==> config.mk <==
export PLATFORM = sky130hd
export DESIGN_NAME = pcport_initiator
export DESIGN_NICKNAME = d
export VERILOG_FILES = /design/src/rtl/pcport_pkg.sv /design/src/rtl/pcport_sync.sv /design/src/rtl/pcport_fsm.sv /design/src/rtl/pcport_guard.sv /design/src/rtl/pcport_initiator.sv
export SDC_FILE = /design/constraint.sdc
export NUM_CORES = 1
export LEC_CHECK = 0
export BUFFER_PORTS_ARGS = -buffer_cell sky130_fd_sc_hd__buf_2
export CAP_MARGIN = 30
export CORE_AREA = 2 2 39 41
export CTS_BUF_LIST = sky130_fd_sc_hd__clkbuf_8
export CTS_CLUSTER_SIZE = 20
export DETAILED_ROUTE_END_ITERATION = 8
export DIE_AREA = 0 0 41 43
export HOLD_SLACK_MARGIN = 0.15
export SYNTH_ARGS = -nofsm -noshare
export SYNTH_HDL_FRONTEND = slang
export SYNTH_SLANG_ARGS = --single-unit
==> constraint.sdc <==
create_clock -name clk -period 4.5 [get_ports clk]
set_clock_uncertainty 0.2 [all_clocks]
set_input_delay 0.225 -clock clk [delete_from_list [all_inputs] [get_ports clk]]
set_output_delay 0.225 -clock clk [all_outputs]
set_load 0.05 [all_outputs]
==> src/rtl/pcport_pkg.sv <==
// Shared types and decode helpers for the pausable-clock initiator port.
// Assumes: inputs are already synchronized when these helpers see them.
package pcport_pkg;

    // Handshake phases; each phase fixes one output pattern.
    typedef enum logic [2:0] {
        PH_IDLE    = 3'd0,  // all outputs low, waiting for enable
        PH_REQ     = 3'd1,  // request out, waiting for partner acknowledge
        PH_PAUSE   = 3'd2,  // pause requested, waiting for grant
        PH_GRANT   = 3'd3,  // transfer done flagged, request still high
        PH_DROP    = 3'd4,  // request low, waiting for acknowledge low
        PH_RELEASE = 3'd5,  // pause request low, waiting for grant low
        PH_HOLD    = 3'd6   // done flag held, waiting for enable low
    } phase_t;

    // Sampled input levels.
    typedef struct packed {
        logic pen;
        logic ack;
        logic ai;
    } sense_t;

    // Driven output levels.
    typedef struct packed {
        logic req;
        logic ri;
        logic ta;
    } drive_t;

    localparam int SENSE_W = $bits(sense_t);

    // Output pattern belonging to each phase.
    function automatic drive_t drive_of(input phase_t ph);
        drive_t d;
        d = '0;
        case (ph)
            PH_IDLE:    d = '{req: 1'b0, ri: 1'b0, ta: 1'b0};
            PH_REQ:     d = '{req: 1'b1, ri: 1'b0, ta: 1'b0};
            PH_PAUSE:   d = '{req: 1'b1, ri: 1'b1, ta: 1'b0};
            PH_GRANT:   d = '{req: 1'b1, ri: 1'b1, ta: 1'b1};
            PH_DROP:    d = '{req: 1'b0, ri: 1'b1, ta: 1'b1};
            PH_RELEASE: d = '{req: 1'b0, ri: 1'b0, ta: 1'b1};
            PH_HOLD:    d = '{req: 1'b0, ri: 1'b0, ta: 1'b1};
            default:    d = '0;
        endcase
        return d;
    endfunction

    // True when the sampled levels are allowed in the given phase.
    function automatic logic levels_ok(input phase_t ph, input sense_t s);
        logic ok;
        case (ph)
            PH_IDLE:    ok = !s.ack && !s.ai;
            PH_REQ:     ok = s.pen && !s.ai;
            PH_PAUSE:   ok = s.pen && s.ack;
            PH_GRANT:   ok = s.pen && s.ack && s.ai;
            PH_DROP:    ok = s.pen && s.ai;
            PH_RELEASE: ok = s.pen && !s.ack;
            PH_HOLD:    ok = !s.ack && !s.ai;
            default:    ok = 1'b0;
        endcase
        return ok;
    endfunction

endpackage

==> src/rtl/pcport_sync.sv <==
// Multi-flop level synchronizer for a bundle of asynchronous inputs.
// Assumes: each bit is an independent level; STAGES = 0 gives a direct path.
module pcport_sync #(
    parameter int WIDTH  = 3,
    parameter int STAGES = 2
) (
    input  logic             clk,
    input  logic             rst_n,
    input  logic [WIDTH-1:0] din,
    output logic [WIDTH-1:0] dout
);

    generate
        if (STAGES == 0) begin : g_bypass
            assign dout = din;
        end else begin : g_chain
            logic [WIDTH-1:0] stage_q [STAGES];

            // Shift the levels through the chain, clearing on reset.
            always_ff @(posedge clk) begin
                if (!rst_n) begin
                    for (int i = 0; i < STAGES; i++) stage_q[i] <= '0;
                end else begin
                    stage_q[0] <= din;
                    for (int i = 1; i < STAGES; i++) stage_q[i] <= stage_q[i-1];
                end
            end

            assign dout = stage_q[STAGES-1];
        end
    endgenerate

endmodule

==> src/rtl/pcport_fsm.sv <==
// Phase sequencer of the initiator port: one output transition per step.
// Assumes: synchronized inputs; illegal levels are flagged elsewhere and
// simply do not advance the phase here.
module pcport_fsm
    import pcport_pkg::*;
(
    input  logic   clk,
    input  logic   rst_n,
    input  sense_t sense,
    output phase_t phase
);

    phase_t phase_q, phase_d;

    // Choose the next phase from the current phase and sampled levels.
    always_comb begin
        phase_d = phase_q;
        case (phase_q)
            PH_IDLE:    if (sense.pen && !sense.ack && !sense.ai) phase_d = PH_REQ;
            PH_REQ:     if (sense.pen && sense.ack && !sense.ai)  phase_d = PH_PAUSE;
            PH_PAUSE:   if (sense.pen && sense.ack && sense.ai)   phase_d = PH_GRANT;
            PH_GRANT:   phase_d = PH_DROP;
            PH_DROP:    if (sense.pen && !sense.ack && sense.ai)  phase_d = PH_RELEASE;
            PH_RELEASE: if (sense.pen && !sense.ack && !sense.ai) phase_d = PH_HOLD;
            PH_HOLD:    if (!sense.pen && !sense.ack && !sense.ai) phase_d = PH_IDLE;
            default:    phase_d = PH_IDLE;
        endcase
    end

    // Hold the current phase; reset returns to idle.
    always_ff @(posedge clk) begin
        if (!rst_n) phase_q <= PH_IDLE;
        else        phase_q <= phase_d;
    end

    assign phase = phase_q;

endmodule

==> src/rtl/pcport_guard.sv <==
// Protocol watchdog: latches a sticky error on input levels the phase forbids.
// Assumes: synchronized inputs; only reset clears the flag.
module pcport_guard
    import pcport_pkg::*;
(
    input  logic   clk,
    input  logic   rst_n,
    input  phase_t phase,
    input  sense_t sense,
    output logic   err
);

    logic err_q;

    // Set on any forbidden level, keep until reset.
    always_ff @(posedge clk) begin
        if (!rst_n)                        err_q <= 1'b0;
        else if (!levels_ok(phase, sense)) err_q <= 1'b1;
    end

    assign err = err_q;

endmodule

==> src/rtl/pcport_initiator.sv <==
// Top of the pausable-clock initiator port: synchronizes the three level
// inputs, sequences the handshake phases and flags protocol violations.
// Assumes: reference clock well above the handshake rate; synchronous
// active-low reset.
module pcport_initiator
    import pcport_pkg::*;
#(
    parameter int SYNC_STAGES = 2
) (
    input  logic clk,
    input  logic rst_n,
    input  logic pen_i,
    input  logic ack_i,
    input  logic ai_i,
    output logic req_o,
    output logic ri_o,
    output logic ta_o,
    output logic err_o
);

    sense_t raw_in, sensed;
    phase_t phase;
    drive_t drv;
    logic   pen_s, ack_s, ai_s;

    assign raw_in = '{pen: pen_i, ack: ack_i, ai: ai_i};

    pcport_sync #(.WIDTH(SENSE_W), .STAGES(SYNC_STAGES)) u_sync (
        .clk   (clk),
        .rst_n (rst_n),
        .din   (raw_in),
        .dout  (sensed)
    );

    assign pen_s = sensed.pen;
    assign ack_s = sensed.ack;
    assign ai_s  = sensed.ai;

    pcport_fsm u_fsm (
        .clk   (clk),
        .rst_n (rst_n),
        .sense (sensed),
        .phase (phase)
    );

    pcport_guard u_guard (
        .clk   (clk),
        .rst_n (rst_n),
        .phase (phase),
        .sense (sensed),
        .err   (err_o)
    );

    assign drv   = drive_of(phase);
    assign req_o = drv.req;
    assign ri_o  = drv.ri;
    assign ta_o  = drv.ta;

endmodule

==> results of run 1 <==
==> per-stage QoR <==
stage          hold WS (ns)  area, um^2  power, mW  worst slack (ns)
2_1_floorplan         0.152         536      0.115              2.55
3_3_place_gp          0.211         568      0.119              2.66
3_5_place_dp          0.217         568      0.119              2.65
4_1_cts               0.228         659      0.212              2.62
5_1_grt               0.235         659      0.220              2.54
6_report              0.223         659      0.210              2.63
==> per-layer routing <==
layer | vias to the layer above | GRT usage
met3 | 0 | 0.0314
met2 | 6 | 0.184
met4 | 0 | 0.0600
met1 | 211 | 0.183
met5 | - | 0
li1 | 228 | -
==> critical path: stages, from the launching register on <==
cell	delay (ns)
dfxtp_1	0.63
mux2_2	0.39
buf_2	0.21
==> area by class of cell <==
type | instances | area share
Sequential cell | 10 | 0.304
Timing Repair Buffer | 13 | 0.137
Multi-Input combinational cell | 44 | 0.467
Tap cell | 16 | 0.0304
Clock buffer | 3 | 0.0626
==> cells in the final DEF (no fill, tap or decap) <==
master and instances:
a21bo_2 1, a21oi_1 2, a311oi_1 1, a311oi_2 1
a32o_1 1, and2_1 6, and3_1 1, and4_1 1
buf_2 8, clkbuf_8 3, dfxtp_1 10, dlygate4sd3_1 5
mux2_2 1, mux2_4 1, mux2i_1 2, nand2_1 3
nand2b_1 3, nand3b_1 1, nor2_1 5, nor2b_1 3
nor3_1 2, nor4_1 2, nor4b_1 1, o211a_1 1
o21a_1 1, o21ai_1 1, o31a_1 1, xnor2_1 1
xor2_1 1
==> power breakdown <==
part           total [mW]  switching (mW)  internal, mW
Combinational      0.0237          0.0117        0.0120
Sequential         0.0973         0.00441        0.0929
Clock              0.0888          0.0306        0.0582
==> path summary, 6_finish.rpt <==
| check | from | endpoint | slack, ns | cells after the start |
|---|---|---|---|---|
| worst max register to register | u_sync.g_chain.stage_q[0][3]$_SDFF_PN0_ | u_fsm.phase[0]$_SDFFE_PN0P_ | 2.63 | 4 |
| worst max-delay path | u_fsm.phase[2]$_SDFFE_PN0P_ | ri_o | 2.63 | 2 |
| worst min register to register | u_sync.g_chain.stage_q[0][0]$_SDFF_PN0_ | u_sync.g_chain.stage_q[0][3]$_SDFF_PN0_ | 0.22 | 1 |
| worst min-delay path | u_sync.g_chain.stage_q[0][0]$_SDFF_PN0_ | u_sync.g_chain.stage_q[0][3]$_SDFF_PN0_ | 0.22 | 1 |
==> Yosys cell counts, drive strengths merged (2+ instances only) <==
| library cell | count |
|---|---|
| nand2b | 3 |
| a311oi | 2 |
| and2 | 6 |
| buf | 2 |
| mux2 | 2 |
| nand2 | 3 |
| nor2b | 3 |
| mux2i | 2 |
| nor4 | 2 |
| a21oi | 2 |
| clkbuf | 3 |
| nor2 | 5 |
| nor3 | 2 |
| dfxtp | 10 |
==> flip-flops by register name, summed over array words and instances (netlist names) <==
register                flops
u_sync.g_chain.stage_q      6
u_fsm.phase                 3
u_guard.err                 1
==> cells by family (layout without fill, tap and decap cells) <==
kind of cell	after synthesis	count (layout)	synth area share
multiplexers	4	4	0.0864
XOR/XNOR	2	2	0.0327
AND/OR/NAND/NOR	28	28	0.297
AO/OA/AOI/OAI	10	10	0.159
buffers and inverters	5	16	0.0514
flip-flops	10	10	0.374
==> flow_summary.json, run 1 <==
{
  "status": "complete, no violations",
  "vdd_ir_drop_max_v": 0.000187,
  "routed-wl-met2_um": 440,
  "cp-end-kind": "primary output",
  "tns_ns": 0,
  "drt_pass1_iterations": 4,
  "worstHoldPathType": "reg -> reg",
  "rows": 14,
  "syn_area_um2": 536,
  "core_um2": 1380,
  "start_util": 0.387,
  "p_leak_nw": 0.294,
  "totalWireLength_um": 920,
  "grt_max_degree": 16,
  "avgSynthCellArea_um2": 9.08,
  "drive_gt1_frac": 0.214,
  "netlist_instances": 59,
  "slew_violations": 0,
  "fp.dieH_um": 43,
  "nets": 77,
  "h-tree-depth": 1,
  "highest_layer": "met3",
  "yosysUniqueCellTypes": 29,
  "die_w_um": 41,
  "ant_nets": 0,
  "clk_pin_slew_ns": 0.04,
  "yosysWarnings": 0,
  "critical_path_class": "reg -> out",
  "postCtsResizedCells": 0,
  "final_core_util": 0.476,
  "synthArstFlopShare": 0,
  "cts_buffer_depth": 2,
  "ys_seq_area_frac": 0.374,
  "multi_input_area_um2": 308,
  "post_cts_buffers": 0,
  "vias": 445,
  "port_buffers": 8,
  "grt_pass1_vias": 403,
  "seq_area_um2": 200,
  "ys_ff_latch": 10,
  "root_buffer": "clkbuf_8",
  "critical_path_required_ns": 4.07,
  "drc": 0,
  "wl_per_cell_um": 10.7,
  "yosysTopAreaCellShare": 0.374,
  "worstSkewPairLatency_ns": 0.23,
  "viasPerCell": 5.17,
  "io_pins": 9,
  "cts_hold_buf": 5,
  "report.final.hold_viol_count": 0,
  "gp_congestion": 0.714,
  "drt-met1-wl_um": 459,
  "synth_largest_area_cell": "dfxtp_1",
  "cp-start-kind": "flip-flop",
  "critPathArrivalTime_ns": 1.45,
  "num_antenna_cells": 0,
  "power_density_nw_per_um2": 318,
  "yosys-top-cells-area": "dfxtp_1 (37%), and2_1 (7.0%), mux2i_1 (3.7%), nand2b_1 (3.5%), nor2_1 (3.5%)",
  "synthesis.nets": 64,
  "met3WireLength_um": 20,
  "fillers": 135,
  "stdcell_count": 86,
  "rsz0062_at_grt": "no",
  "min_period_over_period": 0.417,
  "grt_usage": 0.131,
  "placed_cells": 78,
  "cts_made_buffers": 3,
  "fmax_ghz": 0.533,
  "dp_hpwl_um": 576,
  "ys.flop_type": "dfxtp_1",
  "min_period_ns": 1.87,
  "grt_pass1_wl_um": 1600,
  "maxCapViolCount": 0,
  "die-area_um2": 1760,
  "path_max_fanout": 15,
  "clock_sinks": 10,
  "dr.first_iter.drc_count": 6,
  "area_growth_pct": 23.1,
  "cts_tree": "done",
  "grt_overflow": 0,
  "synth_edf_count": 0,
  "antenna_found_initial": 0,
  "setup_viol_count_final": 0,
  "slew_headroom": 0.665,
  "worst_pin_slew_ns": 0.502
}
No activity file was read; power rests on OpenSTA's default activity.
==> run 2: changes to the inputs <==
Clock period 4.5 ns to 1.9 ns, I/O delays scaled along.
==> flow_summary.json, run 2 (same netlist as run 1, synthesis figures left out) <==
{
  "fmax_ghz": 0.574,
  "worstHoldPathType": "reg -> reg",
  "post_cts_buffers": 0,
  "final_core_util": 0.523,
  "status": "complete, no violations",
  "h-tree-depth": 1,
  "vdd_ir_drop_max_v": 0.000706,
  "top_register": "u_sync.g_chain.stage_q",
  "grt_pass1_vias": 387,
  "rsz0062_at_grt": "no",
  "min_period_over_period": 0.917,
  "antenna_found_initial": 0,
  "start_util": 0.387,
  "clk_pin_slew_ns": 0.05,
  "grt_pass1_wl_um": 1650,
  "cp-start-kind": "flip-flop",
  "cp-end-kind": "flip-flop",
  "layout_commonest_cell": "dfxtp_1",
  "ant_nets": 0,
  "grt_max_degree": 13,
  "cts_tree": "done",
  "port_buffers": 8,
  "clock_sinks": 10,
  "grt_usage": 0.134,
  "dp_hpwl_um": 672,
  "area_growth_pct": 35.0,
  "critPathArrivalTime_ns": 1.70,
  "cts_made_buffers": 3,
  "die_w_um": 41,
  "fp.dieH_um": 43,
  "dr.first_iter.drc_count": 4,
  "setup_viol_count_final": 0,
  "vias": 457,
  "io_pins": 9,
  "gp_congestion": 0.712,
  "final_area_um2": 723,
  "slew_violations": 0,
  "min_period_ns": 1.74,
  "num_antenna_cells": 0,
  "drive_gt1_frac": 0.260,
  "path_max_fanout": 12,
  "p_leak_nw": 0.333,
  "place_area_um2": 598,
  "drt_pass1_iterations": 4,
  "root_buffer": "clkbuf_8",
  "wl_per_cell_um": 10.4,
  "viasPerCell": 4.91,
  "drc": 0,
  "grt_overflow": 0,
  "rows": 14,
  "maxCapViolCount": 0,
  "power_density_nw_per_um2": 760,
  "postCtsResizedCells": 0,
  "critical_path_required_ns": 1.86,
  "slew_headroom": 0.766,
  "final_cell_mix": "dfxtp_1 (10), buf_2 (8), dlygate4sd3_1 (7), and2_1 (6), nor2_1 (5)",
  "core_um2": 1380,
  "largest_reg_flops": 6,
  "critical_path_class": "reg -> reg",
  "worstSkewPairLatency_ns": 0.23,
  "nets": 83,
  "worst_pin_slew_ns": 0.351,
  "totalWireLength_um": 966,
  "tns_ns": 0,
  "die-area_um2": 1760,
  "report.final.hold_viol_count": 0,
  "cts_buffer_depth": 2
}
-- run 2: report_power, final --
group | internal, mW | switching (mW)
logic | 0.0334 | 0.0314
clock network | 0.181 | 0.0758
registers | 0.220 | 0.00772
-- run 2: worst paths after layout --
path | startpoint | endpoint | slack [ns] | cells past startpoint
hold / removal | u_sync.g_chain.stage_q[0][0]$_SDFF_PN0_ | u_sync.g_chain.stage_q[0][3]$_SDFF_PN0_ | 0.22 | 1
setup reg to reg | u_fsm.phase[1]$_SDFFE_PN0P_ | u_fsm.phase[0]$_SDFFE_PN0P_ | 0.16 | 4
hold reg to reg | u_sync.g_chain.stage_q[0][0]$_SDFF_PN0_ | u_sync.g_chain.stage_q[0][3]$_SDFF_PN0_ | 0.22 | 1
setup / recovery | u_fsm.phase[1]$_SDFFE_PN0P_ | u_fsm.phase[0]$_SDFFE_PN0P_ | 0.16 | 4
-- run 2: area by class of cell --
class	count	area, um^2
fill	128	661
clock buffer	4	55.1
tap	16	20.0
multi-input combinational	44	308
sequential	10	200
timing repair buffer	19	140
-- run 2: per-layer routing --
metal | GRT usage | share of wire | up-vias
met5 | 0 | 0 | -
met4 | 0.0600 | 0 | 0
met3 | 0.0314 | 0.021 | 0
met2 | 0.178 | 0.48 | 6
met1 | 0.200 | 0.49 | 208
li1 | - | - | 243
-- run 2: worst max-delay path, stage by stage (launching register included) --
cell      delay [ns]
dfxtp_1         0.41
mux2_4          0.30
a32o_1          0.25
a311oi_2        0.31
mux2i_1         0.21
-- run 2: timing repair --
item | in CTS | in global routing
hold endpoints to repair | 10 | 0
endpoints found under the setup margin | 0 | 0
hold buffers | 7 | 0
-- run 2: metrics by stage --
step	power [mW]	setup WS [ns]	cells	hold slack (ns)
floorplan	0.273	0.0760	59	0.0223
finish	0.550	0.157	93	0.225
detailed placement	0.286	0.171	82	0.106
CTS	0.558	0.160	93	0.228
global route	0.576	0.0911	93	0.238
global placement	0.285	0.196	82	0.101
